`config.mk`:
```
export PLATFORM = sky130hd
export DESIGN_NAME = wdt_top
export DESIGN_NICKNAME = d
export VERILOG_FILES = /design/src/rtl/wdt_pkg.sv /design/src/rtl/wdt_cnt.sv /design/src/rtl/wdt_act.sv /design/src/rtl/wdt_top.sv
export SDC_FILE = /design/constraint.sdc
export NUM_CORES = 1
export LEC_CHECK = 0
export BUFFER_PORTS_ARGS = -buffer_cell sky130_fd_sc_hd__buf_2
export CORE_ASPECT_RATIO = 1.1
export CORE_MARGIN = 8
export CORE_UTILIZATION = 45
export DETAILED_ROUTE_END_ITERATION = 7
export GPL_ROUTABILITY_DRIVEN = 0
export PLACE_DENSITY = 0.7
export SLEW_MARGIN = 20
export SYNTH_ARGS = -nofsm -noshare
export SYNTH_HDL_FRONTEND = slang
export SYNTH_SLANG_ARGS = --single-unit
```
`constraint.sdc`:
```
create_clock -name clk_i -period 3.1 [get_ports clk_i]
set_input_delay 0.31 -clock clk_i [delete_from_list [all_inputs] [get_ports clk_i]]
set_output_delay 0.31 -clock clk_i [all_outputs]
set_load 0.01 [all_outputs]
```
`src/rtl/wdt_pkg.sv`:
```
package wdt_pkg;
  typedef enum logic [1:0] {
    ACT_NONE  = 2'd0,
    ACT_RESET = 2'd1,
    ACT_NMI   = 2'd2
  } wdt_act_e;
endpackage

```
`src/rtl/wdt_cnt.sv`:
```
module wdt_cnt #(
  parameter int SEL_W = 4
) (
  input  logic             clk_i,
  input  logic             rst_ni,
  input  logic             en_i,
  input  logic             clr_i,
  input  logic             hold_i,
  input  logic             tick_i,
  input  logic [SEL_W-1:0] sel_i,
  output logic             to_o,
  output logic             cnt_zero_o
);
  localparam int CNT_W = 1 << SEL_W;

  logic [CNT_W-1:0] cnt_q;
  logic [CNT_W-1:0] lim;
  logic             run;

  // limit = 2^(sel+1)-1 as a thermometer mask
  for (genvar g = 0; g < CNT_W; g++) begin : g_lim
    assign lim[g] = (sel_i >= SEL_W'(g));
  end

  assign run        = en_i & ~clr_i & ~hold_i;
  assign to_o       = run & tick_i & (cnt_q >= lim);
  assign cnt_zero_o = (cnt_q == '0);

  always_ff @(posedge clk_i or negedge rst_ni) begin
    if (!rst_ni)      cnt_q <= '0;
    else if (!run)    cnt_q <= '0;
    else if (tick_i)  cnt_q <= to_o ? '0 : cnt_q + 1'b1;
  end
endmodule

```
`src/rtl/wdt_act.sv`:
```
module wdt_act
  import wdt_pkg::*;
#(
  parameter int RST_CYC = 16
) (
  input  logic     clk_i,
  input  logic     rst_ni,
  input  wdt_act_e act_i,
  input  logic     st_clr_i,
  output logic     rst_req_o,
  output logic     nmi_o,
  output logic     wake_o,
  output logic     stat_o
);
  localparam int RC_W = $clog2(RST_CYC + 1);

  logic [RC_W-1:0] rc_q;
  logic            nmi_q, wake_q, stat_q;

  always_ff @(posedge clk_i or negedge rst_ni) begin
    if (!rst_ni) begin
      rc_q   <= '0;
      nmi_q  <= 1'b0;
      wake_q <= 1'b0;
      stat_q <= 1'b0;
    end else begin
      nmi_q  <= (act_i == ACT_NMI);
      wake_q <= (act_i == ACT_NMI);
      if (act_i == ACT_NMI) stat_q <= 1'b1;
      else if (st_clr_i)    stat_q <= 1'b0;
      if (act_i == ACT_RESET) rc_q <= RC_W'(RST_CYC);
      else if (rc_q != '0)    rc_q <= rc_q - 1'b1;
    end
  end

  assign rst_req_o = (rc_q != '0);
  assign nmi_o     = nmi_q;
  assign wake_o    = wake_q;
  assign stat_o    = stat_q;
endmodule

```
`src/rtl/wdt_top.sv`:
```
module wdt_top
  import wdt_pkg::*;
#(
  parameter int SEL_W   = 4,
  parameter int RST_CYC = 16
) (
  input  logic             clk_i,
  input  logic             rst_ni,
  input  logic             lp_tick_i,
  input  logic             en_i,
  input  logic             kick_i,
  input  logic             sleep_i,
  input  logic             idle_i,
  input  logic [SEL_W-1:0] sel_i,
  input  logic             st_clr_i,
  output logic             rst_req_o,
  output logic             nmi_o,
  output logic             wake_o,
  output logic             to_stat_o
);
  logic     to;
  logic     cnt_zero;
  wdt_act_e act;

  wdt_cnt #(.SEL_W(SEL_W)) i_cnt (
    .clk_i      (clk_i),
    .rst_ni     (rst_ni),
    .en_i       (en_i),
    .clr_i      (kick_i),
    .hold_i     (rst_req_o),
    .tick_i     (lp_tick_i),
    .sel_i      (sel_i),
    .to_o       (to),
    .cnt_zero_o (cnt_zero)
  );

  always_comb begin
    act = ACT_NONE;
    if (to) act = (sleep_i | idle_i) ? ACT_NMI : ACT_RESET;
  end

  wdt_act #(.RST_CYC(RST_CYC)) i_act (
    .clk_i     (clk_i),
    .rst_ni    (rst_ni),
    .act_i     (act),
    .st_clr_i  (st_clr_i),
    .rst_req_o (rst_req_o),
    .nmi_o     (nmi_o),
    .wake_o    (wake_o),
    .stat_o    (to_stat_o)
  );
endmodule

```
==> results.tsv <==
stage	metric	value	unit
run_status	status	complete, no violations	
sta	PnR worst setup slack	773	ps
drt	1st-iter DRT viols	77	
floorplanning	Die X	74.9	um
synthesis	Synth Flop Type	dfrtp_1	
floorplanning	Initial Util	0.470	
sta	fin crit period	2330	ps
sta	Setup violations, final	0	
synthesis	library cells used by synthesis	37	
placement	pre-CTS WS	544	ps
cts	Sink Count	23	
cts	worst skew pair latency	270	ps
worst_setup_path	CP delay by family, top	simple AND/OR/NAND/NOR gates	
power	VDD IR max	0.134	mV
grt	remaining global-route overflow	0	
worst_setup_path	crit-path cells	inv_1 -> ha_1 -> nor4b_4 -> inv_1 -> or4b_2 -> a31oi_1	
synthesis	post-synth top area share	0.335	
worst_setup_path	crit start category	register	
placement	placed insts	255	
grt	largest net degree at the start of global routing	30	
cts	CTS Buf Count	3	
finish	area grow syn2layout	7.14	%
sta	Worst-Margin Slew	529	ps
cts	CTS tree	built	
floorplanning	die area	0.00605	sq mm
cts	H-tree levels	1	
placement	PortBufs	15	
cts	Clock Path Buffers	2	
grt	vias in the first global route	1364	
sta	skew final	2.51	ps
drt	Vias	1485	
grt	first-pass GRT wire length	6270	um
floorplanning	Rows	23	
drt	DRT Wirelength	3550	um
grt	GRT Overall Usage	0.131	
drt	DR WL/cell	13.7	um
finish	commonest cells after routing, fill and taps aside	nand2_1, dfrtp_1, a31oi_1	
sta	final hold slack	5.70	ps
drt	DRT antenna net count	0	
sta	RSZ-0062 raised after global routing	no	
synthesis	YS warnings	0	
cts	buffer count from post-CTS setup fixing	0	
cts	post_cts resized	0	
worst_setup_path	Max stage delay cell, worst path	or4b_2	
finish	layout cells sized above 1	0.134	
drt	Pre-Repair DR Iteration Count	4	
placement	placed cell area	0.00179	sq mm
finish	Final Net Count	239	
synthesis	Post-Syn Area	0.00172	sq mm
finish	fin util	0.504	
placement	HPWL Detailed	2690	um
finish	Antenna diodes	0	
cts	clock slew at reported path FFs	80	ps
worst_setup_path	Worst Path Required	3290	ps
sta	slew margin rel.	0.647	
finish	post-route cell area	0.00184	sq mm
grt	initial antenna violation count	0	
finish	commonest non-fill, non-tap cell in the layout	nand2_1	
synthesis	post-synthesis sequential area ratio	0.335	
worst_setup_path	Worst setup EP type	register	
drt	DRC	0	
run	Max-Cap Viols	0	
power	power density cells	299	mW/mm^2
power	P_leak	0.856	nW
sta	Final Hold Fails	0	
worst_setup_path	Worst Path Arrival	2520	ps
worst_hold_path	Hold/Removal Path Class	input port to async pin	
sta	setup tns final	0	ps
finish	final non-filler cell total	259	
worst_setup_path	CP bufs+invs	2	
power	Power, Total	0.550	mW
worst_setup_path	Crit Path Max Fanout	10	
synthesis	ys async rst share	1.00	
sta	Final Max Tran Viols	0	
synthesis	Mapped Cells	197	
floorplanning	core area	0.00365	sq mm
synthesis	most area-hungry cell type in the Yosys netlist	dfrtp_1	
sta	period utilization	0.751	
sta	Fmax achieved	430	MHz
cts	CTS root buffer	clkbuf_8	
cts	Hold Buf Count CTS	0	
floorplanning	io pins	16	
worst_setup_path	type of the worst setup path	register to register	
synthesis	Synth Register Bits	23	
worst_setup_path	CP most frequent cell	inv_1	
synthesis	average size of a mapped cell	8.72	sq um
synthesis	Mapped Nets	226	
floorplanning	Die Y	80.8	um
drt	Vias/cell	5.73	
worst_setup_path	CP peak stage delay	810	ps
synthesis	EDFF count, synth	0	
synthesis	ranking of synthesized cells by area	dfrtp_1, ha_1, a31oi_1, nand2_1, nand3_1	
Yosys cell counts (2+ instances only):
cell and n:
a21oi_1 10, buf_6 2, o211ai_1 2, nor4_1 2, inv_1 6, o21ai_0 8
and3_1 2, nand3_1 16, nor2_1 11, and2_1 4, nand3b_1 7, nand4_1 6
clkbuf_1 4, a31oi_1 18, clkbuf_8 3, nand2_1 24, a211oi_1 2, nor3_1 11
ha_1 17, a41oi_1 2, a21o_1 2, dfrtp_1 23
logic make-up after synthesis:
| kind of cell | count (synthesis) | share of synthesized area |
|---|---|---|
| flip-flops | 23 | 0.335 |
| AO/OA/AOI/OAI | 48 | 0.173 |
| XOR/XNOR | 1 | 0.00510 |
| buffers and inverters | 17 | 0.0663 |
| multiplexers | 1 | 0.00583 |
| adder cells (fa/ha/maj) | 17 | 0.124 |
| AND/OR/NAND/NOR | 90 | 0.291 |
flip-flops by register name (all words and copies together) (netlist names):
| signal | count |
|---|---|
| i_act.nmi_o | 1 |
| i_cnt.cnt_q | 16 |
| i_act.rc_q | 5 |
| i_act.stat_o | 1 |
where the power goes:
part           internal, mW  switching [mW]  total [mW]  leakage [nW]
clock network        0.0900           0.101       0.191        0.0255
logic                0.0205          0.0358      0.0563         0.510
registers             0.301         0.00175       0.303         0.321
layer usage:
metal	track usage	vias to the layer above	routed length [um]
li1	-	765	-
met4	0.0529	0	65
met5	0	-	0
met1	0.187	701	1780
met3	0.0185	5	91
met2	0.190	14	1610
final timing paths:
path,from,endpoint,slack (ps),depth (start not counted)
max in group asynchronous,rst_ni,i_cnt.cnt_q[6],2740,1
setup / recovery,i_act.rc_q[0],i_cnt.cnt_q[15],770,6
min in group clk_i,st_clr_i,i_act.stat_o,300,3
hold reg to reg,i_act.stat_o,i_act.stat_o,500,1
setup reg to reg,i_act.rc_q[0],i_cnt.cnt_q[15],770,6
hold / removal,rst_ni,i_act.rc_q[2],6,1
final cells by class:
| type | instances | area [sq um] |
|---|---|---|
| Fill cell | 365 | 1810 |
| Multi-Input combinational cell | 157 | 1030 |
| Sequential cell | 23 | 576 |
| Timing Repair Buffer | 19 | 105 |
| Tap cell | 50 | 62.6 |
| Clock buffer | 3 | 41.3 |
| Inverter | 6 | 22.5 |
| Clock inverter | 1 | 5.00 |
No activity file was read; power rests on OpenSTA's default activity.
